**config.mk**
```make
export PLATFORM = sky130hd
export DESIGN_NAME = page_frame_tracker
export DESIGN_NICKNAME = d
export VERILOG_FILES = /design/src/rtl/pft_pkg.sv /design/src/rtl/pft_lookup.sv /design/src/rtl/pft_victim.sv /design/src/rtl/page_frame_tracker.sv
export SDC_FILE = /design/constraint.sdc
export NUM_CORES = 1
export LEC_CHECK = 0
export BUFFER_PORTS_ARGS = -buffer_cell sky130_fd_sc_hd__buf_2
export CAP_MARGIN = 20
export CORE_MARGIN = 10
export CORE_UTILIZATION = 50
export CTS_BUF_LIST = sky130_fd_sc_hd__clkbuf_2 sky130_fd_sc_hd__clkbuf_4 sky130_fd_sc_hd__clkbuf_8
export CTS_CLUSTER_DIAMETER = 80
export DETAILED_ROUTE_END_ITERATION = 7
export PLACE_DENSITY = 0.7
export SKIP_LAST_GASP = 1
export SYNTH_ARGS = -nofsm -noshare
export SYNTH_HDL_FRONTEND = slang
export SYNTH_HIERARCHICAL = 1
export SYNTH_SLANG_ARGS = --single-unit
```
**constraint.sdc**
```tcl
create_clock -name clk -period 12.35 [get_ports clk]
set_clock_uncertainty 0.2 [all_clocks]
set_input_delay 1.235 -clock clk [delete_from_list [all_inputs] [get_ports clk]]
set_output_delay 1.235 -clock clk [all_outputs]
set_load 0.01 [all_outputs]
```
**src/rtl/pft_pkg.sv**
```systemverilog
package pft_pkg;
  typedef enum logic [1:0] {
    POL_OLDEST = 2'd0,
    POL_RECENT = 2'd1,
    POL_OFTEN  = 2'd2,
    POL_ALIAS  = 2'd3
  } policy_e;
endpackage

```
**src/rtl/pft_lookup.sv**
```systemverilog
module pft_lookup #(
  parameter int FRAMES = 3,
  parameter int PAGE_W = 3,
  parameter int IDX_W  = 2
) (
  input  logic [FRAMES-1:0]             vld,
  input  logic [FRAMES-1:0][PAGE_W-1:0] page,
  input  logic [PAGE_W-1:0]             probe,
  output logic                          hit,
  output logic [IDX_W-1:0]              hit_idx,
  output logic                          free_any,
  output logic [IDX_W-1:0]              free_idx
);
  always_comb begin
    hit     = 1'b0;
    hit_idx = '0;
    for (int i = 0; i < FRAMES; i++) begin
      if (vld[i] && page[i] == probe && !hit) begin
        hit     = 1'b1;
        hit_idx = IDX_W'(i);
      end
    end
  end

  always_comb begin
    free_any = ~&vld;
    free_idx = '0;
    for (int i = FRAMES - 1; i >= 0; i--) begin
      if (!vld[i]) free_idx = IDX_W'(i);
    end
  end
endmodule

```
**src/rtl/pft_victim.sv**
```systemverilog
module pft_victim #(
  parameter int FRAMES = 3,
  parameter int IDX_W  = 2,
  parameter int USE_W  = 4
) (
  input  pft_pkg::policy_e             pol,
  input  logic [FRAMES-1:0][IDX_W-1:0] rank,
  input  logic [FRAMES-1:0][USE_W-1:0] usecnt,
  output logic [IDX_W-1:0]             victim
);
  logic [USE_W-1:0] best;

  always_comb begin
    victim = '0;
    best   = usecnt[0];
    if (pol == pft_pkg::POL_OFTEN) begin
      for (int i = 1; i < FRAMES; i++) begin
        if (usecnt[i] < best) begin
          best   = usecnt[i];
          victim = IDX_W'(i);
        end
      end
    end else begin
      for (int i = FRAMES - 1; i >= 0; i--) begin
        if (rank[i] == '0) victim = IDX_W'(i);
      end
    end
  end
endmodule

```
**src/rtl/page_frame_tracker.sv**
```systemverilog
module page_frame_tracker #(
  parameter int FRAMES = 3,
  parameter int PAGE_W = 3,
  parameter int USE_W  = 4,
  parameter int CNT_W  = 16
) (
  input  logic              clk,
  input  logic              rst,
  input  logic [1:0]        policy,
  input  logic              ref_valid,
  output logic              ref_ready,
  input  logic [PAGE_W-1:0] ref_page,
  output logic              res_valid,
  output logic              res_hit,
  output logic              res_fault,
  output logic              res_evict,
  output logic [PAGE_W-1:0] res_victim,
  output logic [CNT_W-1:0]  fault_count,
  output logic [CNT_W-1:0]  compulsory_count
);
  localparam int IDX_W = (FRAMES > 1) ? $clog2(FRAMES) : 1;
  localparam int NV_W  = $clog2(FRAMES + 1);
  localparam int PAGES = 1 << PAGE_W;

  pft_pkg::policy_e pol;
  assign pol = pft_pkg::policy_e'(policy);

  logic [FRAMES-1:0]             vld_q, vld_d;
  logic [FRAMES-1:0][PAGE_W-1:0] page_q, page_d;
  logic [FRAMES-1:0][IDX_W-1:0]  rank_q, rank_d;
  logic [FRAMES-1:0][USE_W-1:0]  use_q, use_d;
  logic [PAGES-1:0]              seen_q, seen_d;
  logic [CNT_W-1:0]              fault_q, comp_q;
  logic                          ready_q, accept;
  logic                          hit, free_any;
  logic [IDX_W-1:0]              hit_idx, free_idx, victim_idx;
  logic [NV_W-1:0]               nvalid;
  logic                          n_hit, n_fault, n_evict, n_comp;
  logic [PAGE_W-1:0]             n_victim;

  assign accept    = ref_valid && ready_q;
  assign ref_ready = ready_q;

  pft_lookup #(.FRAMES(FRAMES), .PAGE_W(PAGE_W), .IDX_W(IDX_W)) u_lookup (
    .vld(vld_q), .page(page_q), .probe(ref_page),
    .hit(hit), .hit_idx(hit_idx), .free_any(free_any), .free_idx(free_idx)
  );

  pft_victim #(.FRAMES(FRAMES), .IDX_W(IDX_W), .USE_W(USE_W)) u_victim (
    .pol(pol), .rank(rank_q), .usecnt(use_q), .victim(victim_idx)
  );

  always_comb begin
    nvalid = '0;
    for (int i = 0; i < FRAMES; i++) nvalid = nvalid + NV_W'(vld_q[i]);
  end

  always_comb begin
    vld_d    = vld_q;
    page_d   = page_q;
    rank_d   = rank_q;
    use_d    = use_q;
    seen_d   = seen_q;
    n_hit    = 1'b0;
    n_fault  = 1'b0;
    n_evict  = 1'b0;
    n_comp   = 1'b0;
    n_victim = '0;
    if (accept) begin
      seen_d[ref_page] = 1'b1;
      if (hit) begin
        n_hit = 1'b1;
        if (use_q[hit_idx] != '1) use_d[hit_idx] = use_q[hit_idx] + 1'b1;
        if (pol == pft_pkg::POL_RECENT) begin
          for (int i = 0; i < FRAMES; i++) begin
            if (vld_q[i] && rank_q[i] > rank_q[hit_idx]) rank_d[i] = rank_q[i] - 1'b1;
          end
          rank_d[hit_idx] = IDX_W'(nvalid - 1'b1);
        end
      end else begin
        n_fault = 1'b1;
        n_comp  = !seen_q[ref_page];
        if (free_any) begin
          vld_d[free_idx]  = 1'b1;
          page_d[free_idx] = ref_page;
          rank_d[free_idx] = IDX_W'(nvalid);
          use_d[free_idx]  = USE_W'(1);
        end else begin
          n_evict  = 1'b1;
          n_victim = page_q[victim_idx];
          for (int i = 0; i < FRAMES; i++) begin
            if (rank_q[i] > rank_q[victim_idx]) rank_d[i] = rank_q[i] - 1'b1;
          end
          rank_d[victim_idx] = IDX_W'(FRAMES - 1);
          page_d[victim_idx] = ref_page;
          use_d[victim_idx]  = USE_W'(1);
        end
      end
    end
  end

  always_ff @(posedge clk) begin
    if (rst) begin
      vld_q      <= '0;
      page_q     <= '0;
      rank_q     <= '0;
      use_q      <= '0;
      seen_q     <= '0;
      fault_q    <= '0;
      comp_q     <= '0;
      ready_q    <= 1'b0;
      res_valid  <= 1'b0;
      res_hit    <= 1'b0;
      res_fault  <= 1'b0;
      res_evict  <= 1'b0;
      res_victim <= '0;
    end else begin
      vld_q      <= vld_d;
      page_q     <= page_d;
      rank_q     <= rank_d;
      use_q      <= use_d;
      seen_q     <= seen_d;
      fault_q    <= fault_q + CNT_W'(n_fault);
      comp_q     <= comp_q + CNT_W'(n_comp);
      ready_q    <= 1'b1;
      res_valid  <= accept;
      res_hit    <= n_hit;
      res_fault  <= n_fault;
      res_evict  <= n_evict;
      res_victim <= n_victim;
    end
  end

  assign fault_count      = fault_q;
  assign compulsory_count = comp_q;

  logic [FRAMES-1:0] rank_zero;
  always_comb begin
    for (int i = 0; i < FRAMES; i++) rank_zero[i] = vld_q[i] && rank_q[i] == '0;
  end

  assert_result_latency_R1: assert property (@(posedge clk) disable iff (rst)
    res_valid == $past(ref_valid && ref_ready));
  assert_one_outcome_R2: assert property (@(posedge clk) disable iff (rst)
    res_valid |-> (res_hit ^ res_fault));
  assert_evict_needs_fault_R3: assert property (@(posedge clk) disable iff (rst)
    res_evict |-> (res_valid && res_fault));
  assert_single_oldest_R4: assert property (@(posedge clk) disable iff (rst)
    (vld_q != '0) |-> ($countones(rank_zero) == 1));
  assert_fault_step_R8: assert property (@(posedge clk) disable iff (rst)
    (res_valid && res_fault) |-> (fault_count == $past(fault_count) + 1'b1));
  assert_comp_bound_R9: assert property (@(posedge clk) disable iff (rst)
    compulsory_count <= fault_count);
  assert_policy_hold_R11: assert property (@(posedge clk) disable iff (rst)
    $stable(policy));
endmodule

```
=== Word-level counts from Yosys, hierarchy flattened ===
Index checks and enable logic that the tools add are counted.

* Register bits after elaboration: 78
* Latch bits: 0
* RAM bits: 0
* Memory bits (read-only): 0
* Input port bits: 8
* Output and inout port bits: 40
* Logic and storage cells: 182
* Memories kept: 0

* $add $sub $neg: 9
* Multiply operators: 0
* Divide/modulo/power cells: 0
* Magnitude comparators: 16
* Eq/ne operators: 8
* Shift operators: 0
* Muxes and demuxes: 89
* Bitwise logic cells: 14
* Reduce and logical (&&, ||, !) cells: 27

{| class="wikitable"
|+ Operators with widths
! operator !! number
|-
| 2-bit two-way mux || 38
|-
| 12-bit two-way mux || 3
|-
| 16-bit by 1-bit adder with 16-bit output || 2
|-
| 4-bit demux with 2-bit select || 3
|-
| 4-bit two-way mux || 6
|-
| 9-bit AND || 2
|-
| 9-bit bitwise mux || 2
|-
| 6-bit two-way mux || 3
|-
| 9-bit inverter || 2
|-
| 1-bit two-way mux || 15
|-
| 1-bit logical AND || 13
|-
| 12-bit bitwise mux || 1
|-
| 6-bit bitwise mux || 2
|-
| 2-bit demux with 2-bit select || 3
|-
| 3-bit demux with 2-bit select || 2
|-
| 2-bit greater-than comparator || 6
|-
| 3-bit OR || 4
|-
| 3-bit == test || 3
|-
| 2-bit by 3-bit less-than comparator with 1-bit output, second input constant || 3
|-
| 3-bit two-way mux || 3
|-
| 9-bit two-way mux || 1
|-
| 2-bit binary-select mux with 2-bit select || 2
|-
| 4-bit binary-select mux with 2-bit select || 1
|-
| 4-bit less-than comparator || 2
|-
| other kinds (26) || 41
|}

=== Depth between registers and ports, before layout ===
* Depth in word-level cells: 20
* Depth in mapped cells: 21

=== Modules after synthesis ===
Netlist, hierarchy kept.

{| class="wikitable"
|+ Modules (own cells, without submodules)
! module !! times used !! cells an instance !! area an instance (sq um)
|-
| page_frame_tracker || 1 || 470 || 4077.7
|-
| pft_victim || 1 || 38 || 296.5
|-
| pft_lookup || 1 || 20 || 146.4
|}

=== Worst setup path after synthesis ===
No wires, ideal clock.

* Path kind: reg2reg
* From: register use_q[3] (netlist name)
* To: register rank_q[0] (netlist name)
* Arrival: 3.770 ns
* Slack: 8.310 ns
* Stages on the path, launching flop included: 21
* Buffers on the path: 1
* Period minus slack after synthesis: 4.040 ns
* Cell sequence: dfxtp_1 -> inv_1 -> ha_1 -> o211ai_1 -> o21ai_2 -> mux2i_1 -> ha_1 -> o21a_1 -> o21ai_0 -> o22ai_1 -> a21o_1 -> buf_2 -> nor2b_1 -> a21oi_1 -> ha_1 -> nor2b_1 -> o21ai_0 -> xnor2_1 -> a221oi_1 -> or3_1 -> a21oi_1

* Cells in the longest elaborated chain, start to end: 16
* Elaborated cells on any way between the ends: 23
* Classes of those cells: 5 x order compare; 15 x mux; 2 x bitwise; 1 x reduce/logical

{| class="wikitable"
|+ RTL lines
! element !! RTL line !! RTL
|-
| start: declaration || page_frame_tracker.sv:31 || <nowiki>logic [FRAMES-1:0][USE_W-1:0] use_q, use_d;</nowiki>
|-
| start signal: assignment || page_frame_tracker.sv:121 || <nowiki>use_q <= use_d;</nowiki>
|-
| 4-bit less-than comparator || pft_victim.sv:18 || <nowiki>if (usecnt[i] < best) begin</nowiki>
|-
| 4-bit two-way mux || pft_victim.sv:18 ||
|-
| 4-bit two-way mux || pft_victim.sv:16 || <nowiki>if (pol == pft_pkg::POL_OFTEN) begin</nowiki>
|-
| 4-bit less-than comparator || pft_victim.sv:18 ||
|-
| 2-bit two-way mux * || pft_victim.sv:18 ||
|-
| 2-bit two-way mux * || pft_victim.sv:16 ||
|-
| via victim_idx[0] || page_frame_tracker.sv:36 || <nowiki>logic [IDX_W-1:0] hit_idx, free_idx, victim_idx;</nowiki>
|-
| 2-bit binary-select mux with 2-bit select || page_frame_tracker.sv:92 || <nowiki>if (rank_q[i] > rank_q[victim_idx]) rank_d[i] = rank_q[i] - 1'b1;</nowiki>
|-
| 2-bit two-way mux (not written as such) || page_frame_tracker.sv:92 ||
|-
| 2-bit greater-than comparator || page_frame_tracker.sv:92 ||
|-
| 2-bit two-way mux || page_frame_tracker.sv:92 ||
|-
| 2-bit two-way mux || page_frame_tracker.sv:83 || <nowiki>if (free_any) begin</nowiki>
|-
| 2-bit two-way mux || page_frame_tracker.sv:71 || <nowiki>if (hit) begin</nowiki>
|-
| 2-bit two-way mux || page_frame_tracker.sv:69 || <nowiki>if (accept) begin</nowiki>
|-
| 3-bit AND (no line) * || n/a ||
|-
| 6-bit two-way mux * || page_frame_tracker.sv:83 ||
|-
| 6-bit two-way mux * || page_frame_tracker.sv:71 ||
|-
| end signal: assignment || page_frame_tracker.sv:120 || <nowiki>rank_q <= rank_d;</nowiki>
|-
| end: declaration || page_frame_tracker.sv:30 || <nowiki>logic [FRAMES-1:0][IDX_W-1:0] rank_q, rank_d;</nowiki>
|}

The timed path passes the listed nets; every way through them passes the cells marked *. The select of a mux whose other input is x is not followed.
A chain may end at the register's enable or synchronous reset.

=== Worst setup path in the final report ===
* From: register use_q[1] (netlist name)
* To: register rank_q[4] (netlist name)

* Cells in the longest elaborated chain, start to end: 16
* Elaborated cells on any way between the ends: 23
* Classes of those cells: 5 x order compare; 15 x mux; 2 x bitwise; 1 x reduce/logical

{| class="wikitable"
|+ RTL lines
! element !! RTL line
|-
| 4-bit less-than comparator || pft_victim.sv:18
|-
| 4-bit two-way mux * || pft_victim.sv:18
|-
| 4-bit two-way mux * || pft_victim.sv:16
|-
| 4-bit less-than comparator * || pft_victim.sv:18
|-
| 2-bit two-way mux * || pft_victim.sv:18
|-
| 2-bit two-way mux * || pft_victim.sv:16
|-
| via victim_idx[1] || page_frame_tracker.sv:36
|-
| 2-bit binary-select mux with 2-bit select || page_frame_tracker.sv:92
|-
| 2-bit two-way mux (not written as such) || page_frame_tracker.sv:92
|-
| 2-bit greater-than comparator || page_frame_tracker.sv:92
|-
| 2-bit two-way mux || page_frame_tracker.sv:92
|-
| 2-bit two-way mux || page_frame_tracker.sv:83
|-
| 2-bit two-way mux || page_frame_tracker.sv:71
|-
| 2-bit two-way mux || page_frame_tracker.sv:69
|-
| 3-bit AND (no line) * || n/a
|-
| 6-bit two-way mux * || page_frame_tracker.sv:83
|-
| 6-bit two-way mux * || page_frame_tracker.sv:71
|}

Marked as above.

==> reports/results.ini <==
[clock_network]
clock_latency_ns = 0.35
postCtsSetupBuffers = 0
cts_hold_buf = 0
numCtsBuffers = 9
cts_resized = 0
h-tree-depth = 3
clock_sinks = 78
cts_tree = yes
root_buffer = clkbuf_8
clock_path_buffers = 2
clk_pin_slew_ns = 0.08

[timing]
fin_crit_sh = 0.380
finalSetupTns_ns = 0
slew_viol_final = 0
rsz0062_at_grt = no
setup_viol = 0
timing.slew.headroom = 0.490
fin_crit_ns = 4.69
worst_hold_slack_ns = 0.273
fmax_mhz = 213
tightestPinTransition_ns = 0.763
hold_violations = 0

[placed_design]
io_buffers = 47
place.gp.congestion = 0.920
dpl.hpwl_um = 7970

[power_and_ir_drop]
power_density_mw_per_mm2 = 97.5
ir_drop_mv = 0.0985
power_leakage_nw = 2.04

[die]
dieArea_mm2 = 0.0132
fp.coreArea_mm2 = 0.00876
num_rows = 34
die_y_um = 115
die_w_um = 115
start_util = 0.516
io_pins = 48

[detailed_routing]
drc_errors = 0
dr.pass1.iters = 6
ant_nets = 0
via_per_inst = 5.74
vias = 3899
avgRoutedWirePerCell_um = 16.0
first_iter_violations = 281
totalWireLength_um = 10900

[worst_setup_path]
worstPathArrival_ns = 4.77
critPathMaxFanout = 10
endpoint_kind = register
worstSetupPathType = register to register
cp-start-kind = register
required_ns = 12.44

[final_layout]
fin_util = 0.571
syn_to_final_growth_pct = 10.6
drive_gt1_frac = 0.159
final_cell_mix = 78 x dfxtp_1, 71 x nor2_1, 47 x buf_2
nNetsFinal = 601
fillers = 795
n_antenna_cell = 0
final_common_cell = dfxtp_1

[synthesis]
synth_nets = 561
ys_seq_elements = 78
synth_flop_cell = dfxtp_1
async_flop_share = 0
synth_edf_count = 0
ys_types = 61
yosysWarnings = 6
syn-mean-instance-area_um2 = 8.56
yosysSeqAreaShare = 0.345
synth.cell_area_mm2 = 0.00452
syn_inst = 528

[global_routing]
antenna_found_initial = 0
grt_max_degree = 72
grt_pass1_vias = 3724
grt_pass1_wl_um = 18200
grt_overflow = 0
grt_usage = 0.165

[status]
status = finished, final reports clean

[hold_path]
worstHoldPathType = register to register

[flow_run]
maxCapViolations = 0

## area by class of cell
| cell class | instances | area [um2] | area share |
|---|---|---|---|
| Tap cell | 108 | 135 | 0.0270 |
| Timing Repair Buffer | 50 | 258 | 0.0515 |
| Clock inverter | 4 | 48.8 | 0.00976 |
| Inverter | 18 | 67.6 | 0.0135 |
| Sequential cell | 78 | 1560 | 0.312 |
| Multi-Input combinational cell | 411 | 2790 | 0.558 |
| Clock buffer | 10 | 138 | 0.0275 |
## kinds of logic (layout without fill, tap and decap cells)
| logic type | after synthesis | after routing | share of synthesized area |
|---|---|---|---|
| flip-flops | 78 | 78 | 0.345 |
| adder cells (fa/ha/maj) | 25 | 25 | 0.0709 |
| multiplexers | 29 | 29 | 0.0739 |
| AO/OA/AOI/OAI | 107 | 107 | 0.159 |
| buffers and inverters | 39 | 82 | 0.0368 |
| AND/OR/NAND/NOR | 209 | 209 | 0.235 |
| XOR/XNOR | 41 | 41 | 0.0794 |
## where the power goes
group / switching [W] / internal, W / leakage [nW]
sequential: 0.00000430 / 0.000255 / 0.630
combinational: 0.0000251 / 0.0000156 / 1.31
clock: 0.0000914 / 0.0000963 / 0.0980
## critical path: stages, from the launching register on
cell and delay, ns:
dfxtp_1 0.44, inv_1 0.07, ha_1 0.30, o211ai_1 0.11, o21ai_2 0.26, mux2i_1 0.22, ha_1 0.24, o221ai_1 0.10
o21ba_1 0.20, o21ai_2 0.52, nor2b_1 0.27, a21oi_1 0.34, ha_1 0.30, nor2b_1 0.14, o21ai_0 0.24, xnor2_1 0.16
nand3b_1 0.09, a211o_1 0.29, a21oi_1 0.11
## state kept, by name (all words and copies together), names as in the netlist, 3 cells and up
name	flops
compulsory_count	16
fault_count	16
use_q	12
res_victim	3
rank_q	6
vld_q	3
page_q	9
seen_q	8
## per-stage QoR
step                      total power (W)  cells  area, um2  worst slack [ns]
after detailed placement         0.000305    665       4810              7.52
final                            0.000488    679       5000              7.66
after global routing             0.000506    679       5000              7.35
after global placement           0.000305    665       4810              7.69
after CTS                        0.000492    679       5000              7.71
after floorplan                  0.000294    528       4520              8.31
## layer usage
metal	wire length, um	part of all wire	global-route usage
met5	0	0	0
met4	207	0.019	0.0602
met3	679	0.063	0.0375
met2	5070	0.47	0.257
met1	4900	0.45	0.218
## final timing paths
kind                   from        end  slack [ns]  cells past startpoint
hold / removal    seen_q[7]  seen_q[7]        0.27                      2
setup reg to reg   use_q[1]  rank_q[4]        7.66                     18
hold reg to reg   seen_q[7]  seen_q[7]        0.27                      2
setup / recovery   use_q[1]  rank_q[4]        7.66                     18
## cells in the mapped netlist (10+ instances only)
library cell  instances  area (um2)
nand2_1              40         150
ha_1                 24         300
a21oi_1              39         195
inv_1                16        60.1
mux2i_1              23         230
clkbuf_1             15        56.3
nor2b_1              19         119
xor2_1               17         149
o21ai_0              17        85.1
nor2_1               71         267
dfxtp_1              78        1560
xnor2_1              24         210
nand3_1              19        95.1
o211ai_1             10        75.1
(Power assumes the default switching activity.)
